$ cat src/rtl/sar_pkg.sv
package sar_pkg;
    localparam int DEF_RES_BITS   = 10;
    localparam int DEF_BATCH_BITS = 3;
endpackage

$ cat src/rtl/sar_trial_gen.sv
module sar_trial_gen #(
    parameter int RES_BITS = 10,
    localparam int PW = $clog2(RES_BITS)
) (
    input  logic                busy_i,
    input  logic [PW-1:0]       pos_i,
    input  logic [RES_BITS-1:0] decided_i,
    output logic [RES_BITS-1:0] code_o
);
    // Each bit: decided value, or the trial 1 at the active position.
    for (genvar i = 0; i < RES_BITS; i++) begin : g_bit
        assign code_o[i] = busy_i & (decided_i[i] | (pos_i == PW'(i)));
    end
endmodule

$ cat src/rtl/sar_batch_track.sv
module sar_batch_track #(
    parameter int BATCH_BITS = 3,
    localparam int BW = (BATCH_BITS > 1) ? $clog2(BATCH_BITS) : 1
) (
    input  logic          advance_i,
    input  logic [BW-1:0] cnt_i,
    output logic [BW-1:0] cnt_o,
    output logic          hit_o
);
    always_comb begin
        cnt_o = cnt_i;
        hit_o = 1'b0;
        if (advance_i) begin
            if (cnt_i == BW'(BATCH_BITS - 1)) begin
                cnt_o = '0;
                hit_o = 1'b1;
            end else begin
                cnt_o = cnt_i + 1'b1;
            end
        end
    end
endmodule

$ cat src/rtl/sar_seq.sv
module sar_seq #(
    parameter int RES_BITS   = sar_pkg::DEF_RES_BITS,
    parameter int BATCH_BITS = sar_pkg::DEF_BATCH_BITS,
    localparam int PW = $clog2(RES_BITS),
    localparam int VW = $clog2(RES_BITS + 1),
    localparam int BW = (BATCH_BITS > 1) ? $clog2(BATCH_BITS) : 1
) (
    input  logic                clk_i,
    input  logic                rst_i,
    input  logic                start_i,
    input  logic                cmp_i,
    input  logic                done_clr_i,
    output logic [RES_BITS-1:0] dac_code_o,
    output logic [RES_BITS-1:0] result_o,
    output logic [VW-1:0]       valid_cnt_o,
    output logic                batch_stb_o,
    output logic                done_o
);
    typedef struct packed {
        logic                busy;
        logic [PW-1:0]       pos;
        logic [RES_BITS-1:0] result;
        logic [VW-1:0]       valid;
        logic [BW-1:0]       bcnt;
        logic                stb;
        logic                done;
    } seq_state_t;

    seq_state_t st_d, st_q;
    logic [BW-1:0] bcnt_next;
    logic          batch_hit;

    sar_batch_track #(.BATCH_BITS(BATCH_BITS)) u_batch (
        .advance_i (st_q.busy),
        .cnt_i     (st_q.bcnt),
        .cnt_o     (bcnt_next),
        .hit_o     (batch_hit)
    );

    sar_trial_gen #(.RES_BITS(RES_BITS)) u_trial (
        .busy_i    (st_q.busy),
        .pos_i     (st_q.pos),
        .decided_i (st_q.result),
        .code_o    (dac_code_o)
    );

    always_comb begin
        st_d      = st_q;
        st_d.stb  = 1'b0;
        st_d.done = st_q.done & ~done_clr_i;
        if (st_q.busy) begin
            st_d.result[st_q.pos] = cmp_i;
            st_d.valid            = st_q.valid + 1'b1;
            st_d.bcnt             = bcnt_next;
            if (st_q.pos == '0) begin
                st_d.busy = 1'b0;
                st_d.done = 1'b1;
                st_d.stb  = 1'b1;
            end else begin
                st_d.pos = st_q.pos - 1'b1;
                st_d.stb = batch_hit;
            end
        end else if (start_i) begin
            st_d.busy   = 1'b1;
            st_d.pos    = PW'(RES_BITS - 1);
            st_d.result = '0;
            st_d.valid  = '0;
            st_d.bcnt   = '0;
            st_d.done   = 1'b0;
        end
    end

    always_ff @(posedge clk_i) begin
        if (rst_i) begin
            st_q <= '0;
        end else begin
            st_q <= st_d;
        end
    end

    assign result_o    = st_q.result;
    assign valid_cnt_o = st_q.valid;
    assign batch_stb_o = st_q.stb;
    assign done_o      = st_q.done;
endmodule

$ cat config.mk
export PLATFORM = sky130hd
export DESIGN_NAME = sar_seq
export DESIGN_NICKNAME = d
export VERILOG_FILES = /design/src/rtl/sar_pkg.sv /design/src/rtl/sar_trial_gen.sv /design/src/rtl/sar_batch_track.sv /design/src/rtl/sar_seq.sv
export SDC_FILE = /design/constraint.sdc
export NUM_CORES = 1
export LEC_CHECK = 0
export ABC_CLOCK_PERIOD_IN_PS = 4000
export BUFFER_PORTS_ARGS = -buffer_cell sky130_fd_sc_hd__buf_4
export CAP_MARGIN = 15
export CORE_MARGIN = 5
export CORE_UTILIZATION = 55
export CTS_CLUSTER_SIZE = 10
export DETAILED_ROUTE_END_ITERATION = 16
export PLACE_DENSITY = 0.82
export SLEW_MARGIN = 20
export SYNTH_ARGS = -nofsm -noshare
export SYNTH_HDL_FRONTEND = slang
export SYNTH_SLANG_ARGS = --single-unit
$ cat constraint.sdc
create_clock -name clk_i -period 4 [get_ports clk_i]
set_clock_uncertainty 0.1 [all_clocks]
set_input_delay 0.8 -clock clk_i [delete_from_list [all_inputs] [get_ports clk_i]]
set_output_delay 0.8 -clock clk_i [all_outputs]
set_load 0.1 [all_outputs]
==> impl_metrics.tcl, run 1 <==
set metrics [dict create \
    outcome "finished, final reports clean" \
    r2r_cells 4 \
    gr-usage-met1 0.207 \
    synth-edff-count 0 \
    cp_slowest_cell "dfxtp_1" \
    initial_core_util 0.586 \
    syn_to_final_growth_pct 9.94 \
    path_buf_inv 2 \
    via_count 1141 \
    ys_seq_elements 23 \
    async_flop_share 0 \
    drc 0 \
    endpoint "dac_code_o[8]" \
    syn-cell-area_mm2 0.00131 \
    slew_headroom 0.439 \
    ctsHoldBuffers 0 \
    nNetsFinal 182 \
    die_x_um 58.8 \
    end_kind "output port" \
    setup_slack_ns 1.02 \
    synthTopCellsByArea "dfxtp_1 35%, buf_4 8.0%, a21oi_1 6.5%" \
    overflow 0 \
    syn_nets 172 \
    grt_max_degree 30 \
    synth_cell_types 34 \
    grt_pass1_wl_um 4390 \
    cp.arrival_ns 2.08 \
    drt-initial-drc-count 28 \
    antenna_found_initial 0 \
    critPathKind "reg -> out" \
    min-delay-start "result_o[9]" \
    grt_pass1_vias 1001 \
    yosysSeqAreaShare 0.352 \
    worstPathRequired_ns 3.10 \
    fin_crit_sh 0.745 \
    cp_max_fo 29 \
    wl_um 2670 \
    ir_drop_uv 247 \
    grt_busiest_layer "met2" \
    final_layout_size_suffix_gt1_frac 0.216 \
    cap_viol_max_count 0 \
    cts_tree "built" \
    cts_max_path_buffers 2 \
    diodes 0 \
    synth.top_cell.area_share 0.352 \
    synth.most_common_cell "dfxtp_1" \
    ys_warn_count 0 \
    routedWlPerCell_um 13.4 \
    ant_nets 0 \
    h-tree-depth 1 \
    cp_common_cell "buf_4" \
    routed_via_density 5.73 \
    grt_use_met3 0.0241 \
    grt_util_all_layers 0.156 \
    die_area_mm2 0.00346 \
    cp.depth 4 \
    cts_num_sinks 23 \
    synth.largest_area_cell "dfxtp_1" \
    place_hpwl_um 1920 \
    yosys-top-cells-count "23 x dfxtp_1, 18 x nand2_1, 17 x a21oi_1, 14 x buf_4, 9 x nand4_1" \
    core_mm2 0.00223 \
    leakage_nw 0.571 \
    drv_slew 0 \
    cts_resized 0 \
    cts-buffers-inserted 3 \
    syn_area_per_cell_um2 8.08 \
    first_pass_iters 4 \
    reg2reg_from "st_q[22]" \
    hold_class "reg -> reg" \
    setup.worst_path.start "st_q[22]" \
    gp_congestion 0.771 \
    num_io_pins 31 \
    worst_skew_pair.late_latency_ns 0.30 \
    syn_inst 162 \
    row_count 17 \
    crit_path_max_incr_delay_ns 0.89 \
    grt_setup_unrepaired "false" \
    final_hold_viol_count 0 \
    postSynth.topFlopCell "dfxtp_1" \
    die_h_um 58.8 \
    setup_viol 0 \
    period_needed_ns 2.98 \
    tns_ns 0 \
    clk_pin_slew_ns 0.12 \
    fmax_ghz 0.335 \
    start_kind "flop" \
    critPathTopFamily "flip-flops" \
    grtUsageMet2 0.262 \
    dpl_worst_slack_ns 1.40 \
    powerDensity_mw_per_mm2 345 \
    rr_endpoint "result_o[0]" \
    reg2reg_slack_ns 1.87 \
    worst_pin_slew_ns 0.841 \
    path_cells "buf_4 -> nand4b_1 -> nand2_1 -> buf_4" \
    post_cts_buffers 0 \
    numPortBuffers 30 \
    clockRootBuffer "clkbuf_4" \
]
==> state kept, by name (all words and copies together), names as in the netlist <==
name,flops
batch_stb_o,1
done_o,1
result_o,10
st_q,7
valid_cnt_o,4
==> through the flow <==
stage / hold slack (ns) / util / instances / cell area, um2 / power [mW]
final: 0.398 / 0.644 / 199 / 1440 / 0.497
after global routing: 0.429 / 0.644 / 199 / 1440 / 0.527
after CTS: 0.399 / 0.644 / 199 / 1440 / 0.504
after detailed placement: 0.381 / 0.632 / 195 / 1410 / 0.397
after global placement: 0.363 / 0.632 / 195 / 1410 / 0.395
after floorplan: 0.354 / - / 162 / 1310 / 0.375
==> kinds of logic after synthesis <==
logic type,after synthesis,share of synthesized area
compound gates,39,0.178
fa+ha+maj,5,0.0478
buf+inv,28,0.132
flops,23,0.352
mux,1,0.00765
simple gates,66,0.283
==> per-layer routing <==
layer	routed length, um	vias to the layer above
li1	-	579
met1	1250	537
met4	14	0
met5	0	-
met3	122	2
met2	1280	23
==> worst min-delay path by stage <==
stage                   to  slack (ns)  cells past startpoint
2_1_floorplan      st_q[3]        0.35                      2
6_report       result_o[9]        0.40                      2
3_5_place_dp   result_o[9]        0.38                      2
5_1_grt        result_o[7]        0.43                      2
3_3_place_gp       st_q[3]        0.36                      2
4_1_cts        result_o[9]        0.40                      2
==> cell usage in the layout (no fill, tap or decap), drive strengths merged, types with 2 or more instances in the layout <==
master  count
buf        31
dfxtp      23
nand2      18
a21oi      17
nand4       9
nor2        8
o21ai       8
nor2b       7
nand3       6
o211ai      6
nand2b      5
ha          5
nand4b      4
clkbuf      3
inv         2
o21a        2
nand3b      2
nor3b       2
==> layout make-up <==
cell class / count / area, um2
Multi-Input combinational cell: 111 / 676
Timing Repair Buffer: 31 / 233
Clock inverter: 1 / 5.00
Fill cell: 207 / 795
Inverter: 2 / 7.51
Sequential cell: 23 / 460
Clock buffer: 3 / 22.5
Tap cell: 28 / 35.0
==> tightest hold or removal path, cell delays in order (launching register included) <==
cell and delay [ns]:
dfxtp_1 0.34, nand3_1 0.06, a21oi_1 0.06
==> report_power, final <==
| part | switching, mW | leakage (nW) | internal, mW |
|---|---|---|---|
| sequential | 0.0200 | 0.187 | 0.239 |
| clock | 0.0667 | 0.0177 | 0.0373 |
| combinational | 0.0970 | 0.367 | 0.0372 |
| total | 0.184 | 0.571 | 0.313 |
Power figures use the tool's default switching activity.
==> inputs of run 2 (changes only) <==
- ABC_CLOCK_PERIOD_IN_PS: 4000 -> 3000
- CORE_UTILIZATION: 55 -> 52
- PLACE_DENSITY: 0.82 -> 0.78
- clock period: 4 -> 3 ns (I/O delays scaled with it)
==> run 2 against run 1 <==
  * Die area is 4.8% higher
  * Non-clock buffer count increased by 2
  * Setup slack got worse by 0.58 ns
  * Via count rose by 1.7%
  * Register-to-register slack got worse by 0.54 ns
  * Hold slack got worse by 0.0037 ns
  * Wire length increased by 4.4%
  * Sequential power is 30% higher
  * Cell area rose by 1.1%
  * Largest cell class unchanged
==> impl_metrics.tcl, run 2 (synthesized netlist as in run 1, its figures left out) <==
set metrics [dict create \
    overflow 0 \
    end_kind "output port" \
    nNetsFinal 184 \
    place_hpwl_um 2040 \
    path_cells "inv_1 -> ha_1 -> nor3b_2 -> o21a_1 -> buf_4" \
    largest_register_ffs 10 \
    fin_crit_sh 0.853 \
    ir_drop_uv 483 \
    grt_max_degree 24 \
    setup.worst_path.start "st_q[18]" \
    grt_pass1_vias 1030 \
    clk_pin_slew_ns 0.13 \
    drt-initial-drc-count 46 \
    fmax_ghz 0.391 \
    die_h_um 60.2 \
    endpoint "dac_code_o[0]" \
    final_hold_viol_count 0 \
    hold_class "reg -> reg" \
    cp.arrival_ns 1.86 \
    cp_slowest_cell "dfxtp_1" \
    final_common_cell "buf_4" \
    r2r_cells 5 \
    grt_use_met3 0.0454 \
    final_layout_size_suffix_gt1_frac 0.220 \
    reg2reg_slack_ns 1.33 \
    cts_resized 0 \
    hold_depth 2 \
    h-tree-depth 1 \
    dpl_worst_slack_ns 0.798 \
    worst_pin_slew_ns 0.457 \
    design_area_mm2 0.00146 \
    worstPathRequired_ns 2.30 \
    post_cts_buffers 0 \
    cts_num_sinks 23 \
    crit_path_max_incr_delay_ns 0.39 \
    cts-buffers-inserted 3 \
    die_area_mm2 0.00362 \
    num_io_pins 31 \
    ant_nets 0 \
    placed_area_mm2 0.00143 \
    start_kind "flop" \
    drv_slew 0 \
    first_pass_iters 4 \
    routedWlPerCell_um 13.7 \
    cap_viol_max_count 0 \
    ctsHoldBuffers 0 \
    slew_headroom 0.694 \
    wl_um 2780 \
    rr_endpoint "st_q[19]" \
    cts_max_path_buffers 2 \
    syn_to_final_growth_pct 11.2 \
    grt_util_all_layers 0.161 \
    period_needed_ns 2.56 \
    gp_congestion 0.775 \
    final_cell_mix "33 x buf_4, 23 x dfxtp_1, 18 x nand2_1" \
    routed_via_density 5.71 \
    initial_core_util 0.538 \
    die_x_um 60.2 \
    leakage_nw 0.579 \
    outcome "finished, final reports clean" \
    setup_slack_ns 0.441 \
    setup_viol 0 \
    powerDensity_mw_per_mm2 465 \
    via_count 1160 \
    gr-usage-met1 0.202 \
    antenna_found_initial 0 \
    grt_pass1_wl_um 4530 \
    drc 0 \
    grt_setup_unrepaired "false" \
    cts_tree "built" \
    numPortBuffers 30 \
    critPathKind "reg -> out" \
    row_count 18 \
    cp_max_fo 8 \
    reg2reg_from "st_q[18]" \
    clockRootBuffer "clkbuf_4" \
    diodes 0 \
    core_mm2 0.00243 \
    grt_busiest_layer "met2" \
    grtUsageMet2 0.265 \
    n_fill_cell 227 \
    worst_skew_pair.late_latency_ns 0.31 \
]
[run 2: routing by layer]
metal | wire length (um) | vias up
met3 | 186 | 2
li1 | - | 579
met2 | 1410 | 39
met5 | 0 | -
met4 | 13 | 0
met1 | 1170 | 540
[run 2: how the worst min path moves through the flow]
stage	startpoint	end	slack (ns)
2_1_floorplan	st_q[3]	st_q[3]	0.35
3_3_place_gp	st_q[3]	st_q[3]	0.36
6_report	st_q[3]	st_q[3]	0.39
4_1_cts	st_q[3]	st_q[3]	0.39
5_1_grt	st_q[3]	st_q[3]	0.42
3_5_place_dp	st_q[3]	st_q[3]	0.37
[run 2: critical path, delay by kind of cell (launching register included)]
kind | cells | cell delay, ns
compound gates | 1 | 0.15
fa+ha+maj | 1 | 0.29
buf+inv | 2 | 0.39
flops | 1 | 0.39
simple gates | 1 | 0.33
[run 2: power breakdown]
part / switching [mW] / internal, mW / total (mW) / leakage (nW)
Combinational: 0.140 / 0.0531 / 0.193 / 0.377
Clock: 0.0957 / 0.0520 / 0.148 / 0.0150
Sequential: 0.0173 / 0.319 / 0.336 / 0.187
Total: 0.253 / 0.424 / 0.677 / 0.579
[run 2: area by class of cell]
type / count / area [um2] / share of cell area
tap: 30 / 37.5 / 0.0258
timing repair buffer: 33 / 248 / 0.170
sequential: 23 / 460 / 0.316
clock buffer: 4 / 26.3 / 0.0181
inverter: 2 / 7.51 / 0.00516
multi-input combinational: 111 / 676 / 0.464
[run 2: per-stage QoR]
step / util / cells / total power, mW / setup TNS [ns] / hold WS, ns
after floorplan: - / 162 / 0.500 / -1.03 / 0.354
after global placement: 0.587 / 199 / 0.531 / 0 / 0.363
after detailed placement: 0.587 / 199 / 0.535 / 0 / 0.371
after CTS: 0.598 / 203 / 0.679 / 0 / 0.391
after global routing: 0.598 / 203 / 0.706 / 0 / 0.420
final: 0.598 / 203 / 0.677 / 0 / 0.394
==> inputs of run 3 (changes only) <==
- CORE_ASPECT_RATIO: not set -> 2
- CORE_UTILIZATION: 52 -> 46
- PLACE_DENSITY: 0.78 -> 0.7
==> run 3 against run 2 <==
  * Register-to-register slack lost 0.14 ns
  * Sequential share of layout area fell by 0.22 points
  * Combinational power barely moved
  * Wire length is 4.8% higher
  * Critical path depth did not move
  * Total power is 6.8% higher
  * Highest routed layer unchanged
  * Via count is 1.0% lower
  * Non-clock buffer count down 1
  * Setup slack gained 0.022 ns
  * Final cell count is 0.99% lower
  * Hold slack worse by 0.0072 ns
==> impl_metrics.tcl, run 3 (synthesized netlist as in run 1, its figures left out) <==
set metrics [dict create \
    antenna_found_initial 0 \
    worst_pin_slew_ns 0.441 \
    first_pass_iters 4 \
    path_cells "inv_1 -> ha_1 -> nor3b_2 -> o21a_1 -> buf_4" \
    final_layout_size_suffix_gt1_frac 0.215 \
    r2r_cells 5 \
    die_h_um 85.4 \
    hold_depth 2 \
    cp_slowest_cell "dfxtp_1" \
    dp_cells 197 \
    num_io_pins 31 \
    hold_class "reg -> reg" \
    crit_path_max_incr_delay_ns 0.38 \
    cts_tree "built" \
    initial_core_util 0.478 \
    overflow 0 \
    ir_drop_uv 347 \
    worstPathRequired_ns 2.30 \
    cts_resized 0 \
    min-delay-start "st_q[3]" \
    routedWlPerCell_um 14.5 \
    die_x_um 47.7 \
    design_area_mm2 0.00147 \
    cp.arrival_ns 1.84 \
    finalNonFillerCells 201 \
    reg2reg_slack_ns 1.19 \
    place_hpwl_um 2210 \
    h-tree-depth 1 \
    rr_endpoint "st_q[19]" \
    worst_skew_pair.late_latency_ns 0.26 \
    ant_nets 0 \
    cp_max_fo 8 \
    setup_viol 0 \
    ctsHoldBuffers 0 \
    slew_headroom 0.706 \
    die_area_mm2 0.00408 \
    numPortBuffers 30 \
    drc 0 \
    clockRootBuffer "clkbuf_8" \
    fin_crit_sh 0.846 \
    fmax_ghz 0.394 \
    nNetsFinal 183 \
    placed_area_mm2 0.00142 \
    leakage_nw 0.581 \
    cap_viol_max_count 0 \
    wl_um 2920 \
    cts-buffers-inserted 3 \
    end_kind "output port" \
    powerDensity_mw_per_mm2 493 \
    outcome "finished, final reports clean" \
    start_kind "flop" \
    grt_setup_unrepaired "false" \
    core_mm2 0.00274 \
    largest_register_ffs 10 \
    via_count 1148 \
    drt-initial-drc-count 27 \
    reg2reg_from "st_q[18]" \
    grt_pass1_wl_um 4880 \
    cts_max_path_buffers 2 \
    clk_pin_slew_ns 0.08 \
    grt_util_all_layers 0.157 \
    post_cts_buffers 0 \
    diodes 0 \
    hold_ws_ns 0.387 \
    period_needed_ns 2.54 \
    syn_to_final_growth_pct 12.0 \
    dpl_worst_slack_ns 0.747 \
    final_common_cell "buf_4" \
    min_to "st_q[3]" \
    setup_slack_ns 0.462 \
    grt_max_degree 29 \
    gp_congestion 0.816 \
    critPathKind "reg -> out" \
    final_hold_viol_count 0 \
    final_cell_mix "32 x buf_4, 23 x dfxtp_1, 18 x nand2_1" \
    grt_pass1_vias 1132 \
    drv_slew 0 \
    routed_via_density 5.71 \
    cts_num_sinks 23 \
    n_fill_cell 268 \
    row_count 27 \
]
==> run 3: changes by cell type in the layout (fill, tap and decap cells not counted), sizes merged <==
| cell | delta |
|---|---|
| buf | -1 |
==> run 3: critical path, delay by kind of cell (launching register included) <==
family,cells,cell delay (ns)
buf+inv,2,0.39
flops,1,0.38
simple gates,1,0.36
fa+ha+maj,1,0.29
compound gates,1,0.16
==> run 3: report_power, final <==
part / internal (mW) / switching, mW / total, mW
registers: 0.318 / 0.0177 / 0.336
logic: 0.0517 / 0.142 / 0.193
clock network: 0.0948 / 0.0988 / 0.194
==> run 3: layout make-up <==
type	count	area (um2)	share of cell area
repair buffers	32	240	0.164
flip-flops and latches	23	460	0.314
well taps	29	36.3	0.0248
inverters	2	7.51	0.00512
clock buffers	4	45.0	0.0307
multi-input cells	111	676	0.461
==> run 3: how the worst max path moves through the flow <==
stage	from	endpoint	slack, ns
final	st_q[18]	dac_code_o[0]	0.46
after global routing	st_q[19]	dac_code_o[0]	0.31
after CTS	st_q[18]	dac_code_o[0]	0.45
after detailed placement	st_q[18]	dac_code_o[0]	0.75
after global placement	st_q[18]	dac_code_o[0]	0.83
after floorplan	st_q[20]	dac_code_o[2]	-0.51
==> run 3: stage by stage <==
step	util	power, mW	TNS (ns)
finish	0.535	0.723	0
floorplan	-	0.500	-1.03
CTS	0.535	0.725	0
detailed placement	0.519	0.535	0
global placement	0.519	0.531	0
global route	0.535	0.752	0
==> run 3: routing by layer <==
layer / wire (um) / vias up / track usage
met5: 0 / - / 0
met4: 79 / 0 / 0.0809
met3: 117 / 8 / 0.0212
met2: 1580 / 26 / 0.262
met1: 1140 / 533 / 0.181
li1: - / 581 / -
